<file path="src/rtl/pot_spi_pkg.sv">
package pot_spi_pkg;

   localparam logic [3:0] OP_RD_WIPER = 4'h1;
   localparam logic [3:0] OP_WR_WIPER = 4'h2;
   localparam logic [3:0] OP_RD_REG   = 4'h3;
   localparam logic [3:0] OP_WR_REG   = 4'h4;
   localparam logic [3:0] OP_REG2WIP  = 4'h5;
   localparam logic [3:0] OP_WIP2REG  = 4'h6;

   typedef enum logic [2:0] {
      ST_ID,
      ST_INSTR,
      ST_WDATA,
      ST_READ,
      ST_HOLD
   } frame_st_e;

endpackage

</file>
<file path="src/rtl/pot_sync.sv">
module pot_sync #(
   parameter int           W       = 1,
   parameter int           STAGES  = 2,
   parameter logic [W-1:0] RST_VAL = '0
) (
   input  logic         clk,
   input  logic         rst_n,
   input  logic [W-1:0] d,
   output logic [W-1:0] q
);

   if (STAGES < 2) begin : g_bad_stages
      $error("pot_sync: STAGES must be at least 2");
   end

   for (genvar i = 0; i < W; i++) begin : g_bit
      logic [STAGES-1:0] chain;
      always_ff @(posedge clk or negedge rst_n) begin
         if (!rst_n) chain <= {STAGES{RST_VAL[i]}};
         else        chain <= {chain[STAGES-2:0], d[i]};
      end
      assign q[i] = chain[STAGES-1];
   end

endmodule

</file>
<file path="src/rtl/pot_rx.sv">
module pot_rx #(
   parameter int BYTE_W = 8
) (
   input  logic              clk,
   input  logic              rst_n,
   input  logic              active,
   input  logic              rise,
   input  logic              din,
   output logic              byte_vld,
   output logic [BYTE_W-1:0] byte_val
);

   localparam int CNT_W = $clog2(BYTE_W);
   localparam logic [CNT_W-1:0] LAST = CNT_W'(BYTE_W - 1);

   logic [CNT_W-1:0]  cnt;
   logic [BYTE_W-2:0] sr;

   assign byte_vld = active && rise && (cnt == LAST);
   assign byte_val = {sr, din};

   always_ff @(posedge clk or negedge rst_n) begin
      if (!rst_n) begin
         cnt <= '0;
         sr  <= '0;
      end else if (!active) begin
         cnt <= '0;
      end else if (rise) begin
         cnt <= (cnt == LAST) ? '0 : cnt + 1'b1;
         sr  <= {sr[BYTE_W-3:0], din};
      end
   end

endmodule

</file>
<file path="src/rtl/pot_tx.sv">
module pot_tx #(
   parameter int BYTE_W = 8
) (
   input  logic              clk,
   input  logic              rst_n,
   input  logic              load,
   input  logic [BYTE_W-1:0] load_val,
   input  logic              en,
   input  logic              fall,
   output logic              sdo
);

   logic [BYTE_W-1:0] sr;

   always_ff @(posedge clk or negedge rst_n) begin
      if (!rst_n) begin
         sr  <= '0;
         sdo <= 1'b0;
      end else if (load) begin
         sr  <= load_val;
      end else if (en && fall) begin
         sdo <= sr[BYTE_W-1];
         sr  <= {sr[BYTE_W-2:0], 1'b0};
      end
   end

endmodule

</file>
<file path="src/rtl/pot_regs.sv">
module pot_regs #(
   parameter int                BYTE_W    = 8,
   parameter int                N_REGS    = 16,
   parameter logic [BYTE_W-1:0] WIPER_RST = 8'h80,
   localparam int               IDX_W     = $clog2(N_REGS)
) (
   input  logic              clk,
   input  logic              rst_n,
   input  logic              reg_we,
   input  logic [IDX_W-1:0]  reg_widx,
   input  logic [BYTE_W-1:0] reg_wval,
   input  logic [IDX_W-1:0]  reg_ridx,
   output logic [BYTE_W-1:0] reg_rval,
   input  logic              wip_we,
   input  logic [BYTE_W-1:0] wip_wval,
   output logic [BYTE_W-1:0] wiper,
   output logic              wiper_stb
);

   logic [BYTE_W-1:0] regs [N_REGS];

   for (genvar i = 0; i < N_REGS; i++) begin : g_reg
      logic [BYTE_W-1:0] q;
      always_ff @(posedge clk or negedge rst_n) begin
         if (!rst_n)                               q <= '0;
         else if (reg_we && reg_widx == IDX_W'(i)) q <= reg_wval;
      end
      assign regs[i] = q;
   end

   assign reg_rval = regs[reg_ridx];

   always_ff @(posedge clk or negedge rst_n) begin
      if (!rst_n) begin
         wiper     <= WIPER_RST;
         wiper_stb <= 1'b0;
      end else begin
         wiper_stb <= wip_we;
         if (wip_we) wiper <= wip_wval;
      end
   end

endmodule

</file>
<file path="src/rtl/pot_spi_front.sv">
module pot_spi_front
   import pot_spi_pkg::*;
#(
   parameter int                BYTE_W        = 8,
   parameter int                N_BANKS       = 4,
   parameter int                REGS_PER_BANK = 4,
   parameter int                ADDR_W        = 2,
   parameter int                SYNC_STAGES   = 2,
   parameter logic [3:0]        DEV_TYPE      = 4'b0101,
   parameter logic [BYTE_W-1:0] WIPER_RST     = 8'h80
) (
   input  logic              clk,
   input  logic              rst_n,
   input  logic              cs_n,
   input  logic              sck,
   input  logic              sdi,
   input  logic [ADDR_W-1:0] addr_pins,
   output logic              sdo,
   output logic              sdo_oe,
   output logic [BYTE_W-1:0] wiper,
   output logic              wiper_stb
);

   localparam int N_REGS = N_BANKS * REGS_PER_BANK;
   localparam int IDX_W  = $clog2(N_REGS);
   localparam int PTR_W  = $clog2(REGS_PER_BANK);
   localparam int BANK_W = $clog2(N_BANKS);

   // The byte layout fixes these: opcode nibble, 2-bit pointer, 2-bit bank.
   if (BYTE_W != 8 || N_BANKS != 4 || REGS_PER_BANK != 4 || ADDR_W != 2) begin : g_bad_fmt
      $error("pot_spi_front: byte layout needs 8-bit bytes, 4x4 registers, 2 strap pins");
   end

   logic cs_s, sck_s, sdi_s, sck_d;
   logic cs_act, sck_rise, sck_fall;

   pot_sync #(
      .W       (3),
      .STAGES  (SYNC_STAGES),
      .RST_VAL (3'b100)
   ) u_sync (
      .clk   (clk),
      .rst_n (rst_n),
      .d     ({cs_n, sck, sdi}),
      .q     ({cs_s, sck_s, sdi_s})
   );

   always_ff @(posedge clk or negedge rst_n) begin
      if (!rst_n) sck_d <= 1'b0;
      else        sck_d <= sck_s;
   end

   assign cs_act   = ~cs_s;
   assign sck_rise = sck_s & ~sck_d;
   assign sck_fall = ~sck_s & sck_d;

   logic              byte_vld;
   logic [BYTE_W-1:0] byte_val;

   pot_rx #(.BYTE_W(BYTE_W)) u_rx (
      .clk      (clk),
      .rst_n    (rst_n),
      .active   (cs_act),
      .rise     (sck_rise),
      .din      (sdi_s),
      .byte_vld (byte_vld),
      .byte_val (byte_val)
   );

   // Field decode of the byte just completed
   logic [3:0]        f_op;
   logic [PTR_W-1:0]  f_ptr;
   logic [BANK_W-1:0] f_bank;
   logic [IDX_W-1:0]  f_idx;
   logic              f_p0, f_bank0, id_ok;

   assign f_op    = byte_val[7:4];
   assign f_ptr   = byte_val[3:2];
   assign f_bank  = byte_val[1:0];
   assign f_idx   = {f_bank, f_ptr};
   assign f_p0    = byte_val[0];
   assign f_bank0 = (f_bank == '0);
   assign id_ok   = (byte_val[7:4] == DEV_TYPE) && (byte_val[ADDR_W-1:0] == addr_pins);

   frame_st_e        st;
   logic [3:0]       op_l;
   logic [IDX_W-1:0] idx_l;

   logic              instr_go, data_go;
   logic              reg_we, wip_we, tx_load;
   logic [IDX_W-1:0]  reg_widx;
   logic [BYTE_W-1:0] reg_wval, wip_wval, reg_rval, tx_val;

   assign instr_go = byte_vld && (st == ST_INSTR) && !f_p0;
   assign data_go  = byte_vld && (st == ST_WDATA);

   always_comb begin
      wip_we   = (instr_go && f_op == OP_REG2WIP && f_bank0) ||
                 (data_go && op_l == OP_WR_WIPER);
      wip_wval = data_go ? byte_val : reg_rval;
      reg_we   = (instr_go && f_op == OP_WIP2REG && f_bank0) ||
                 (data_go && op_l == OP_WR_REG);
      reg_widx = data_go ? idx_l : f_idx;
      reg_wval = data_go ? byte_val : wiper;
      tx_load  = instr_go && (f_op == OP_RD_WIPER || f_op == OP_RD_REG);
      tx_val   = (f_op == OP_RD_WIPER) ? wiper : reg_rval;
   end

   always_ff @(posedge clk or negedge rst_n) begin
      if (!rst_n) begin
         st    <= ST_ID;
         op_l  <= '0;
         idx_l <= '0;
      end else if (!cs_act) begin
         st <= ST_ID;
      end else if (byte_vld) begin
         unique case (st)
            ST_ID:    st <= id_ok ? ST_INSTR : ST_HOLD;
            ST_INSTR: begin
               op_l  <= f_op;
               idx_l <= f_idx;
               if (tx_load)
                  st <= ST_READ;
               else if (instr_go && (f_op == OP_WR_WIPER || f_op == OP_WR_REG))
                  st <= ST_WDATA;
               else
                  st <= ST_HOLD;
            end
            default:  st <= ST_HOLD;
         endcase
      end
   end

   assign sdo_oe = (st == ST_READ);

   pot_tx #(.BYTE_W(BYTE_W)) u_tx (
      .clk      (clk),
      .rst_n    (rst_n),
      .load     (tx_load),
      .load_val (tx_val),
      .en       (sdo_oe),
      .fall     (sck_fall),
      .sdo      (sdo)
   );

   pot_regs #(
      .BYTE_W    (BYTE_W),
      .N_REGS    (N_REGS),
      .WIPER_RST (WIPER_RST)
   ) u_regs (
      .clk       (clk),
      .rst_n     (rst_n),
      .reg_we    (reg_we),
      .reg_widx  (reg_widx),
      .reg_wval  (reg_wval),
      .reg_ridx  (f_idx),
      .reg_rval  (reg_rval),
      .wip_we    (wip_we),
      .wip_wval  (wip_wval),
      .wiper     (wiper),
      .wiper_stb (wiper_stb)
   );

endmodule

</file>
<file path="config.mk">
export PLATFORM = sky130hd
export DESIGN_NAME = pot_spi_front
export DESIGN_NICKNAME = d
export VERILOG_FILES = /design/src/rtl/pot_spi_pkg.sv /design/src/rtl/pot_sync.sv /design/src/rtl/pot_rx.sv /design/src/rtl/pot_tx.sv /design/src/rtl/pot_regs.sv /design/src/rtl/pot_spi_front.sv
export SDC_FILE = /design/constraint.sdc
export NUM_CORES = 1
export LEC_CHECK = 0
export BUFFER_PORTS_ARGS = -buffer_cell sky130_fd_sc_hd__buf_4
export CAP_MARGIN = 20
export CORE_ASPECT_RATIO = 1.4
export CORE_MARGIN = 1
export CORE_UTILIZATION = 25
export CTS_BUF_LIST = sky130_fd_sc_hd__clkbuf_16
export DETAILED_ROUTE_END_ITERATION = 8
export HOLD_SLACK_MARGIN = 0.12
export PLACE_DENSITY_LB_ADDON = 0.3
export SLEW_MARGIN = 20
export SYNTH_ARGS = -nofsm -noshare
export SYNTH_HDL_FRONTEND = slang
export SYNTH_SLANG_ARGS = --single-unit
</file>
<file path="constraint.sdc">
create_clock -name clk -period 5.2 [get_ports clk]
set_clock_uncertainty 0.1 [all_clocks]
set_input_delay 1.04 -clock clk [delete_from_list [all_inputs] [get_ports clk]]
set_output_delay 1.04 -clock clk [all_outputs]
set_load 0.1 [all_outputs]
</file>
==> qor.yml <==
worstSetupPathType: "flip-flop to flip-flop"
routed_wirelength_um: 20900
cts_made_buffers: 17
whs_ns: 0.251
ioPinCount: 18
start_kind: "flip-flop"
track_usage: 0.126
wl_per_cell_um: 19.1
floorplan.rows: 80
drive_above_1_share: 0.388
vias: 5232
grt_first_pass_wirelength_um: 33700
synthArstFlopShare: 1.00
required_ns: 5.42
firstDrtPassIters: 5
synth_ff_type: "dfrtp_1"
worst_ep_arrival_time_ns: 3.73
pwr-share-seq: 0.484
grt_max_degree: 105
dieArea_um2: 35300
fin_nets: 637
clk_pin_slew_ns: 0.06
finalInstanceArea_um2: 9810
slew_viol_final: 0
core_area_um2: 34000
max_cap_violations: 0
n_antenna_cell: 0
rsz0062_at_grt: "false"
hold_violations: 0
critPathMaxFanout: 23
yosysWarnings: 0
yosysSeqAreaShare: 0.504
dpl.hpwl_um: 13900
start_util: 0.254
synth_cells: 629
place_area_um2: 9230
tns_ns: 0
period_minus_slack_ns: 3.50
status: "completed"
area_growth_pct: 13.6
hold_path.class: "flip-flop to flip-flop"
power.static_leakage_uw: 0.00429
clock-root-buffer: "clkbuf_16"
cts_buffer_depth: 2
cts_setup_buffers: 0
dp_cells: 1059
die_x_um: 159
antenna_left: 0
drc: 0
cts.sinks: 174
cts_resized: 0
syn-num-nets: 638
via_per_inst: 4.79
drtIter0Drc: 253
cts_htree_levels: 4
die_h_um: 222
pwr-share-comb: 0.117
grt_pass1_vias: 5520
setup_viol: 0
synth_area_um2: 8640
worstSkewPairLatency_ns: 0.44
clkPwrFrac: 0.399
cts_tree: "done"
max_freq_mhz: 286
p_per_area_nw_per_um2: 316
tightestPinTransition_ns: 0.963
synth_edf_count: 0
p_int_uw: 2240
slew_headroom: 0.353
syn_area_per_cell_um2: 13.7
final_core_utilization: 0.288
cp-end-kind: "flip-flop"
place.gp.congestion: 0.756
sw_frac_of_total: 0.280
grt_overflow: 0
stdcell_count: 1092
vdd_ir_drop_max_v: 0.000233
finalCritPeriodShare: 0.673
antenna_found_initial: 0
ys_types: 54
p_switching_uw: 870
numPortBuffers: 17
holdBufCountCts: 0
synth_seq_cells: 174
routing by layer:
| layer | GRT usage | share of wire | vias to the layer above |
|---|---|---|---|
| li1 | - | - | 2399 |
| met1 | 0.148 | 0.42 | 2740 |
| met2 | 0.226 | 0.54 | 67 |
| met3 | 0.0206 | 0.022 | 26 |
| met4 | 0.0509 | 0.021 | 0 |
| met5 | 0 | 0 | - |
stage by stage:
stage	total power, uW	setup slack [ns]
after floorplan	1760	2.44
after global placement	1900	1.69
after CTS	3150	1.67
final	3110	1.70
after global routing	3240	1.52
after detailed placement	1900	1.68
critical path, cell delays in order (launching register included):
cell,delay [ns]
dfrtp_1,0.37
ha_1,0.16
ha_1,0.18
nor4bb_4,0.31
buf_4,0.31
nand4_2,0.75
a22oi_2,0.80
mux2_2,0.40
layout by cell type (no fill, tap or decap), types with 13 or more instances in the layout:
| master | n |
|---|---|
| o211ai_1 | 13 |
| nand3_1 | 18 |
| nor2_1 | 19 |
| nand4_1 | 16 |
| clkbuf_16 | 17 |
| buf_4 | 23 |
| dfrtp_1 | 169 |
| nor2b_1 | 13 |
| mux4_2 | 28 |
| mux2_1 | 13 |
| mux2_2 | 139 |
Yosys cell counts, types with 3 or more instances:
library cell | count | area (um^2)
and3b_1 | 3 | 26.3
o211ai_1 | 13 | 97.6
mux2_2 | 139 | 1570
a31oi_1 | 6 | 37.5
nand4_1 | 16 | 100
o31ai_1 | 4 | 30.0
and3_1 | 7 | 43.8
mux2_1 | 13 | 146
mux4_2 | 28 | 631
dfrtp_1 | 171 | 4280
clkbuf_1 | 31 | 116
a311oi_1 | 4 | 35.0
nor2_1 | 19 | 71.3
buf_2 | 11 | 55.1
o221ai_1 | 6 | 52.6
dfstp_2 | 3 | 78.8
a22oi_1 | 8 | 60.1
nand3b_1 | 4 | 30.0
nand3_1 | 18 | 90.1
xor2_1 | 3 | 26.3
or4_1 | 4 | 30.0
a22oi_2 | 6 | 75.1
o2111ai_1 | 6 | 52.6
o22a_1 | 4 | 35.0
nor2b_1 | 13 | 81.3
nand2_1 | 10 | 37.5
nor3_1 | 6 | 30.0
nand2b_1 | 8 | 50.1
o21ai_0 | 5 | 25.0
nor4_1 | 3 | 18.8
mux2i_1 | 10 | 100
a22oi_4 | 10 | 213
a22o_1 | 8 | 70.1
and2_1 | 4 | 25.0
cell families after synthesis:
logic type	count (synthesis)	share of synthesized area
AOI/OAI and AO/OA	86	0.0953
xor gates and xnor gates	3	0.00304
adders and majority gates	2	0.00290
buffers and inverters	46	0.0229
DFF	174	0.504
muxes	190	0.283
and+or+nand+nor	128	0.0888
worst paths after layout:
| kind | from | end | slack (ns) | depth (start not counted) |
|---|---|---|---|---|
| setup / recovery | u_rx.cnt[0] | u_regs.g_reg[11].q[7] | 1.70 | 7 |
| hold / removal | u_sync.g_bit[0].chain[0] | u_sync.g_bit[0].chain[1] | 0.25 | 0 |
| setup reg to reg | u_rx.cnt[0] | u_regs.g_reg[11].q[7] | 1.70 | 7 |
| hold reg to reg | u_sync.g_bit[0].chain[0] | u_sync.g_bit[0].chain[1] | 0.25 | 0 |
| max in group asynchronous | rst_n | u_sync.g_bit[2].chain[1] | 3.91 | 2 |
| min in group asynchronous | rst_n | u_regs.g_reg[15].q[0] | 0.37 | 1 |
flip-flops by register name, summed over array words and instances, names as in the netlist:
register            count
u_regs.g.q            128
u_regs.wiper            8
u_tx.sr                 8
u_rx.sr                 7
u_sync.g_bit.chain      6
idx_l                   4
op_l                    4
st                      3
u_rx.cnt                3
sck_d                   1
u_regs.wiper_stb        1
u_tx.sdo                1
power by group through the flow:
stage	combinational [uW]	clock [uW]	sequential (uW)
2_1_floorplan	343	0	1410
3_3_place_gp	366	0	1540
3_5_place_dp	366	0	1540
4_1_cts	367	1270	1510
5_1_grt	395	1330	1520
6_report	364	1240	1500
cell type report:
type / count / area, um^2
fill: 3472 / 24200
sequential: 174 / 4360
multi-input combinational: 409 / 4100
tap: 451 / 564
clock buffer: 17 / 425
timing repair buffer: 26 / 231
clock inverter: 15 / 133
Power figures use the tool's default switching activity.
